$ cat src/rtl/pindir_pkg.sv
package pindir_pkg;
  typedef enum logic [1:0] {
    PH_LOAD   = 2'd0,
    PH_READ   = 2'd1,
    PH_COMMIT = 2'd2,
    PH_DONE   = 2'd3
  } seq_phase_e;
endpackage

$ cat src/rtl/pindir_sync.sv
module pindir_sync #(
  parameter int          WIDTH   = 3,
  parameter int          STAGES  = 2,
  parameter logic [WIDTH-1:0] RST_VAL = '0
) (
  input  logic             clk,
  input  logic             rst,
  input  logic [WIDTH-1:0] d_in,
  output logic [WIDTH-1:0] q_out
);
  logic [WIDTH-1:0] stage_q [STAGES];

  always_ff @(posedge clk) begin
    if (rst) stage_q[0] <= RST_VAL;
    else     stage_q[0] <= d_in;
  end

  for (genvar s = 1; s < STAGES; s++) begin : g_stage
    always_ff @(posedge clk) begin
      if (rst) stage_q[s] <= RST_VAL;
      else     stage_q[s] <= stage_q[s-1];
    end
  end

  assign q_out = stage_q[STAGES-1];
endmodule

$ cat src/rtl/pindir_seq.sv
module pindir_seq
  import pindir_pkg::*;
#(
  parameter int N = 16
) (
  input  logic clk,
  input  logic rst,
  input  logic strb_s,
  input  logic clr_n_s,
  output logic load_en,
  output logic read_en,
  output logic commit_en
);
  localparam int CW = $clog2(2*N + 2);
  localparam logic [CW-1:0] READ_START = CW'(N);
  localparam logic [CW-1:0] COMMIT_CNT = CW'(2*N);
  localparam logic [CW-1:0] DONE_CNT   = CW'(2*N + 1);

  logic          strb_prev_q;
  logic          rise;
  logic [CW-1:0] cnt_q;
  seq_phase_e    phase;

  always_ff @(posedge clk) begin
    if (rst) strb_prev_q <= 1'b0;
    else     strb_prev_q <= strb_s;
  end
  assign rise = strb_s & ~strb_prev_q;

  always_comb begin
    if (cnt_q < READ_START)       phase = PH_LOAD;
    else if (cnt_q < COMMIT_CNT)  phase = PH_READ;
    else if (cnt_q == COMMIT_CNT) phase = PH_COMMIT;
    else                          phase = PH_DONE;
  end

  always_ff @(posedge clk) begin
    if (rst || !clr_n_s) cnt_q <= '0;
    else if (rise && phase != PH_DONE) cnt_q <= cnt_q + 1'b1;
  end

  assign load_en   = clr_n_s & rise & (phase == PH_LOAD);
  assign read_en   = clr_n_s & rise & (phase == PH_READ);
  assign commit_en = clr_n_s & rise & (phase == PH_COMMIT);

  // clear returns the count to the start of a sequence
  assert_clr_restart_R1: assert property (@(posedge clk) disable iff (rst)
    !clr_n_s |=> cnt_q == '0);
  // count never passes the terminal value
  assert_cnt_bound_R5: assert property (@(posedge clk) disable iff (rst)
    cnt_q <= DONE_CNT);
  // once done, only a clear leaves the terminal state
  assert_done_sticky_R5: assert property (@(posedge clk) disable iff (rst)
    (cnt_q == DONE_CNT && clr_n_s) |=> cnt_q == DONE_CNT);
  // at most one phase action per cycle
  assert_one_action_R4: assert property (@(posedge clk) disable iff (rst)
    $onehot0({load_en, read_en, commit_en}));
endmodule

$ cat src/rtl/pindir_shadow.sv
module pindir_shadow #(
  parameter int N = 16
) (
  input  logic         clk,
  input  logic         rst,
  input  logic         clr,
  input  logic         load_en,
  input  logic         read_en,
  input  logic         sdi_s,
  output logic [N-1:0] shadow_q,
  output logic         sdo_q
);
  always_ff @(posedge clk) begin
    if (rst || clr)   shadow_q <= '0;
    else if (load_en) shadow_q <= {shadow_q[N-2:0], sdi_s};
    else if (read_en) shadow_q <= {shadow_q[N-2:0], shadow_q[N-1]};
  end

  always_ff @(posedge clk) begin
    if (rst || clr)   sdo_q <= 1'b0;
    else if (read_en) sdo_q <= shadow_q[N-1];
  end

  // a load strobe moves the word up and takes the new bit at bit 0
  assert_load_shift_R2: assert property (@(posedge clk) disable iff (rst)
    (load_en && !clr) |=> (shadow_q[0] == $past(sdi_s)) &&
                          (shadow_q[N-1:1] == $past(shadow_q[N-2:0])));
  // each readback strobe presents the current top bit
  assert_readback_msb_R3: assert property (@(posedge clk) disable iff (rst)
    (read_en && !clr) |=> sdo_q == $past(shadow_q[N-1]));
  // output holds between readback strobes
  assert_sdo_hold_R3: assert property (@(posedge clk) disable iff (rst)
    (!read_en && !clr) |=> $stable(sdo_q));
endmodule

$ cat src/rtl/pindir_loader.sv
module pindir_loader #(
  parameter int N           = 16,
  parameter int SYNC_STAGES = 2
) (
  input  logic         clk,
  input  logic         rst,
  input  logic         strb_in,
  input  logic         sdi_in,
  input  logic         clr_n_in,
  input  logic         oe_glb_in,
  output logic         sdo_out,
  output logic [N-1:0] pin_oe_out
);
  localparam logic [2:0] SYNC_RST = 3'b100;

  logic [2:0]   host_s;
  logic         strb_s, sdi_s, clr_n_s;
  logic         load_en, read_en, commit_en;
  logic [N-1:0] shadow_q;
  logic [N-1:0] active_q;
  logic [N-1:0] pin_oe_q;

  initial begin
    if (N < 2 || N > 64) $error("pindir_loader: N must be 2..64");
  end

  pindir_sync #(.WIDTH(3), .STAGES(SYNC_STAGES), .RST_VAL(SYNC_RST)) u_sync (
    .clk   (clk),
    .rst   (rst),
    .d_in  ({clr_n_in, sdi_in, strb_in}),
    .q_out (host_s)
  );
  assign {clr_n_s, sdi_s, strb_s} = host_s;

  pindir_seq #(.N(N)) u_seq (
    .clk       (clk),
    .rst       (rst),
    .strb_s    (strb_s),
    .clr_n_s   (clr_n_s),
    .load_en   (load_en),
    .read_en   (read_en),
    .commit_en (commit_en)
  );

  pindir_shadow #(.N(N)) u_shadow (
    .clk      (clk),
    .rst      (rst),
    .clr      (~clr_n_s),
    .load_en  (load_en),
    .read_en  (read_en),
    .sdi_s    (sdi_s),
    .shadow_q (shadow_q),
    .sdo_q    (sdo_out)
  );

  always_ff @(posedge clk) begin
    if (rst)            active_q <= '0;
    else if (commit_en) active_q <= shadow_q;
  end

  always_ff @(posedge clk) begin
    if (rst) pin_oe_q <= '0;
    else     pin_oe_q <= oe_glb_in ? active_q : '0;
  end
  assign pin_oe_out = pin_oe_q;

  // the active set changes only on the commit strobe
  assert_active_hold_R4: assert property (@(posedge clk) disable iff (rst)
    !commit_en |=> $stable(active_q));
  // commit copies the shadow word
  assert_commit_copy_R4: assert property (@(posedge clk) disable iff (rst)
    commit_en |=> active_q == $past(shadow_q));
  // gate low forces all enables off
  assert_oe_gate_R8: assert property (@(posedge clk) disable iff (rst)
    !oe_glb_in |=> pin_oe_out == '0);
  // gate high passes the active set
  assert_oe_pass_R8: assert property (@(posedge clk) disable iff (rst)
    oe_glb_in |=> pin_oe_out == $past(active_q));
endmodule

$ cat config.mk
export PLATFORM = sky130hd
export DESIGN_NAME = pindir_loader
export DESIGN_NICKNAME = d
export VERILOG_FILES = /design/src/rtl/pindir_pkg.sv /design/src/rtl/pindir_sync.sv /design/src/rtl/pindir_seq.sv /design/src/rtl/pindir_shadow.sv /design/src/rtl/pindir_loader.sv
export SDC_FILE = /design/constraint.sdc
export NUM_CORES = 1
export LEC_CHECK = 0
export BUFFER_PORTS_ARGS = -buffer_cell sky130_fd_sc_hd__buf_2
export CAP_MARGIN = 40
export CORE_UTILIZATION = 60
export CTS_BUF_LIST = sky130_fd_sc_hd__clkbuf_8
export CTS_CLUSTER_DIAMETER = 50
export DETAILED_ROUTE_END_ITERATION = 12
export PLACE_DENSITY = 0.81
export RECOVER_POWER = 100
export SETUP_SLACK_MARGIN = 0.5
export SYNTH_ARGS = -nofsm -noshare
export SYNTH_HDL_FRONTEND = slang
export SYNTH_SLANG_ARGS = --single-unit
$ cat constraint.sdc
create_clock -name clk -period 2.24 [get_ports clk]
set_input_delay 0.224 -clock clk [delete_from_list [all_inputs] [get_ports clk]]
set_output_delay 0.224 -clock clk [all_outputs]
set_load 0.005 [all_outputs]
==> metrics.md <==
| Metric | Value |
|---|---|
| Fmax achieved | 533 MHz |
| Syn_area_per_cell | 9.25 sq um |
| PD cells | 830 mW/mm^2 |
| Cell taking the most area after synthesis | dfxtp_1 |
| Placed insts | 297 |
| Post-synth top flop | dfxtp_1 |
| Synthesized flop and latch total | 62 |
| Clk_lat worst skew | 0.33 ns |
| Instance count on the critical path | 5 |
| P&R area growth vs syn | 13.9% |
| Worst Path Buf+Inv | 1 |
| CTS root buffer | clkbuf_8 |
| Post-synthesis cell area | 0.00225 sq mm |
| Max Slew Vio Count | 0 |
| Antenna Nets Post-Route | 0 |
| Fin nets | 271 |
| Slowest CP cell | or4b_1 |
| First-pass GRT wire length | 6.98 mm |
| Remaining DRCs | 0 |
| Synth cell types | 33 |
| Die height | 63.2 um |
| CP top delay family | simple AND/OR/NAND/NOR gates |
| Crit path required time | 2.50 ns |
| Yosys warning count | 0 |
| Final hold violation count | 0 |
| Final instance area | 0.00256 sq mm |
| Status | completed |
| Clock Power Share | 44.7% |
| Sequential-to-total area share from yosys stat | 55.2% |
| PostCTS Resize Cnt | 0 |
| Vias per cell | 5.41 |
| Initial DRC count | 89 |
| Comb pwr share | 2.8% |
| Postcts setup bufs | 0 |
| GRT Total Usage | 23.0% |
| Inserted Diodes | 0 |
| Initial antenna violation count | 0 |
| Inserted Clock Buffers | 9 |
| Max clock buf depth | 2 |
| Setup_tns | 0 ns |
| Final hold slack | 0.0818 ns |
| RSZ-0062 raised after global routing | yes |
| WL final | 3.96 mm |
| Post-Syn Nets | around 250 |
| Port Buffers | 22 |
| Switching power | between 0.4 and 0.5 mW |
| Tmin final | 1.87 ns |
| Fin cells | 314 |
| Area share of the largest cell type after synthesis | 55.2% |
| HPWL after DPL | 2.61 mm |
| Static Leak | 0.910 nW |
| Pin count of the biggest net entering global routing | 27 |
| Hold path depth | 2 |
| Core area | 0.00347 sq mm |
| CP arrival | 2.13 ns |
| Internal power consumption | 1.64 mW |
| Slowest cell delay on critical path | 0.70 ns |
| RePlAce Congestion | 0.785 |
| Worst setup EP type | register |
| MaxCap Viol Count | 0 |
| Via count | 1698 |
| Max H-tree Level | 3 |
| Clock transition at path regs | 0.07 ns |
| Worst clock skew | approximately 0.0096 ns |
| DR WL/cell | 12.6 um |
| Die Area | 0.00400 sq mm |
| Peak VDD IR | 0.535 mV |
| Mapped Cells | 243 |
| Grt ovf | 0 |
| Share of power burned in registers | between 50 and 60% |
| Setup Crit Path Kind | reg2reg |
| Cell Area, Placed | 0.00237 sq mm |
| Vias in the first global route | 1538 |
| Sw Share | between 20% and 30% |
| # rows | 21 |
| Die Wd | 63.2 um |
| Fin crit share | between 80% and 90% |
| Crit start category | register |
| Largest cells by area after synthesis | dfxtp_1, a21oi_1, nand2_1 |
| R2R depth | 5 |
| Crit-path cells | inv_1 > ha_1 > or4b_1 > a211o_1 > a21oi_1 |
| Hold Path Class | in2reg |
| Post-CTS Hold Buffers | 0 |
| Final Setup Violations | 0 |
| CP Max Fanout | 18 |
| Max-slew headroom | between 30% and 40% |
| Starting Density | between 60% and 70% |
| CTS Sinks | 62 |
| First drt pass iteration count | 4 |
| CTS tree | yes |
| Share of layout cells above drive strength 1 | 16.8% |
| Share of flip-flops with an asynchronous set or reset | 0% |
| EDFF count, synth | 0 |
| I/O Pins | 23 |
| Actual slew at the worst max-slew pin | 1.04 ns |
[state kept, by name, summed over array words and instances, names as in the netlist]
name               cells
u_shadow.sdo_q         1
active_q              16
pin_oe_out            16
u_sync.stage_q         6
u_seq.strb_prev_q      1
u_shadow.shadow_q     16
u_seq.cnt_q            6
[layer usage]
metal,global-route usage [%],part of all wire [%]
met2,32.9,45
met5,0,0
met1,30.7,48
met4,15.3,2.3
met3,5.43,4.9
[area by class of cell]
type / count / area, sq um
sequential: 62 / 1240
fill: 283 / 908
multi-input combinational: 157 / 895
timing repair buffer: 29 / 153
clock buffer: 9 / 124
clock inverter: 7 / 75.1
tap: 46 / 57.6
inverter: 4 / 15.0
[power groups by stage]
stage | Clock [mW] | Combinational, mW | Sequential [mW]
finish | 0.950 | 0.0596 | 1.12
global route | 1.02 | 0.0676 | 1.12
CTS | 0.972 | 0.0620 | 1.12
detailed placement | 0 | 0.0620 | 1.14
global placement | 0 | 0.0606 | 1.14
floorplan | 0 | 0.0501 | 1.14
[synth_stat cells, types with 3 or more instances]
cell type	number
clkbuf_1	12
nor2b_1	7
a21oi_1	35
nand2_1	36
mux2i_1	3
nand4_1	16
buf_2	4
dfxtp_1	62
and2_1	16
inv_1	4
o21ai_0	19
[cell usage in the layout (no fill, tap or decap), types with 7 or more instances in the layout]
| cell | count |
|---|---|
| a21oi_1 | 36 |
| dfxtp_1 | 62 |
| nand2_1 | 36 |
| and2_0 | 10 |
| nor2b_1 | 7 |
| buf_2 | 17 |
| nand4_1 | 16 |
| clkbuf_8 | 9 |
| o21ai_0 | 19 |
[stage by stage]
step	power [mW]	setup WS (ns)	util [%]
after detailed placement	1.20	0.563	68.4
after CTS	2.15	0.563	74.1
after global routing	2.21	0.248	73.8
final	2.12	0.365	73.8
after floorplan	1.19	0.643	-
after global placement	1.20	0.631	68.4
[final timing paths]
| kind | from | endpoint | slack, ns |
|---|---|---|---|
| min reg2reg | u_sync.stage_q[0][2] | u_sync.stage_q[1][2] | 0.42 |
| max | u_seq.cnt_q[0] | u_seq.cnt_q[2] | 0.37 |
| min | clr_n_in | u_sync.stage_q[0][2] | 0.08 |
| max reg2reg | u_seq.cnt_q[0] | u_seq.cnt_q[2] | 0.37 |
[kinds of logic (layout without fill, tap and decap cells)]
kind of cell / Yosys count / in the layout / synth area share [%]
compound gates: 60 / 60 / 14.2
simple gates: 92 / 92 / 23.2
buf+inv: 24 / 49 / 4.95
flops: 62 / 62 / 55.2
mux: 3 / 3 / 1.34
fa+ha+maj: 2 / 2 / 1.11
Power figures use the tool's default switching activity.
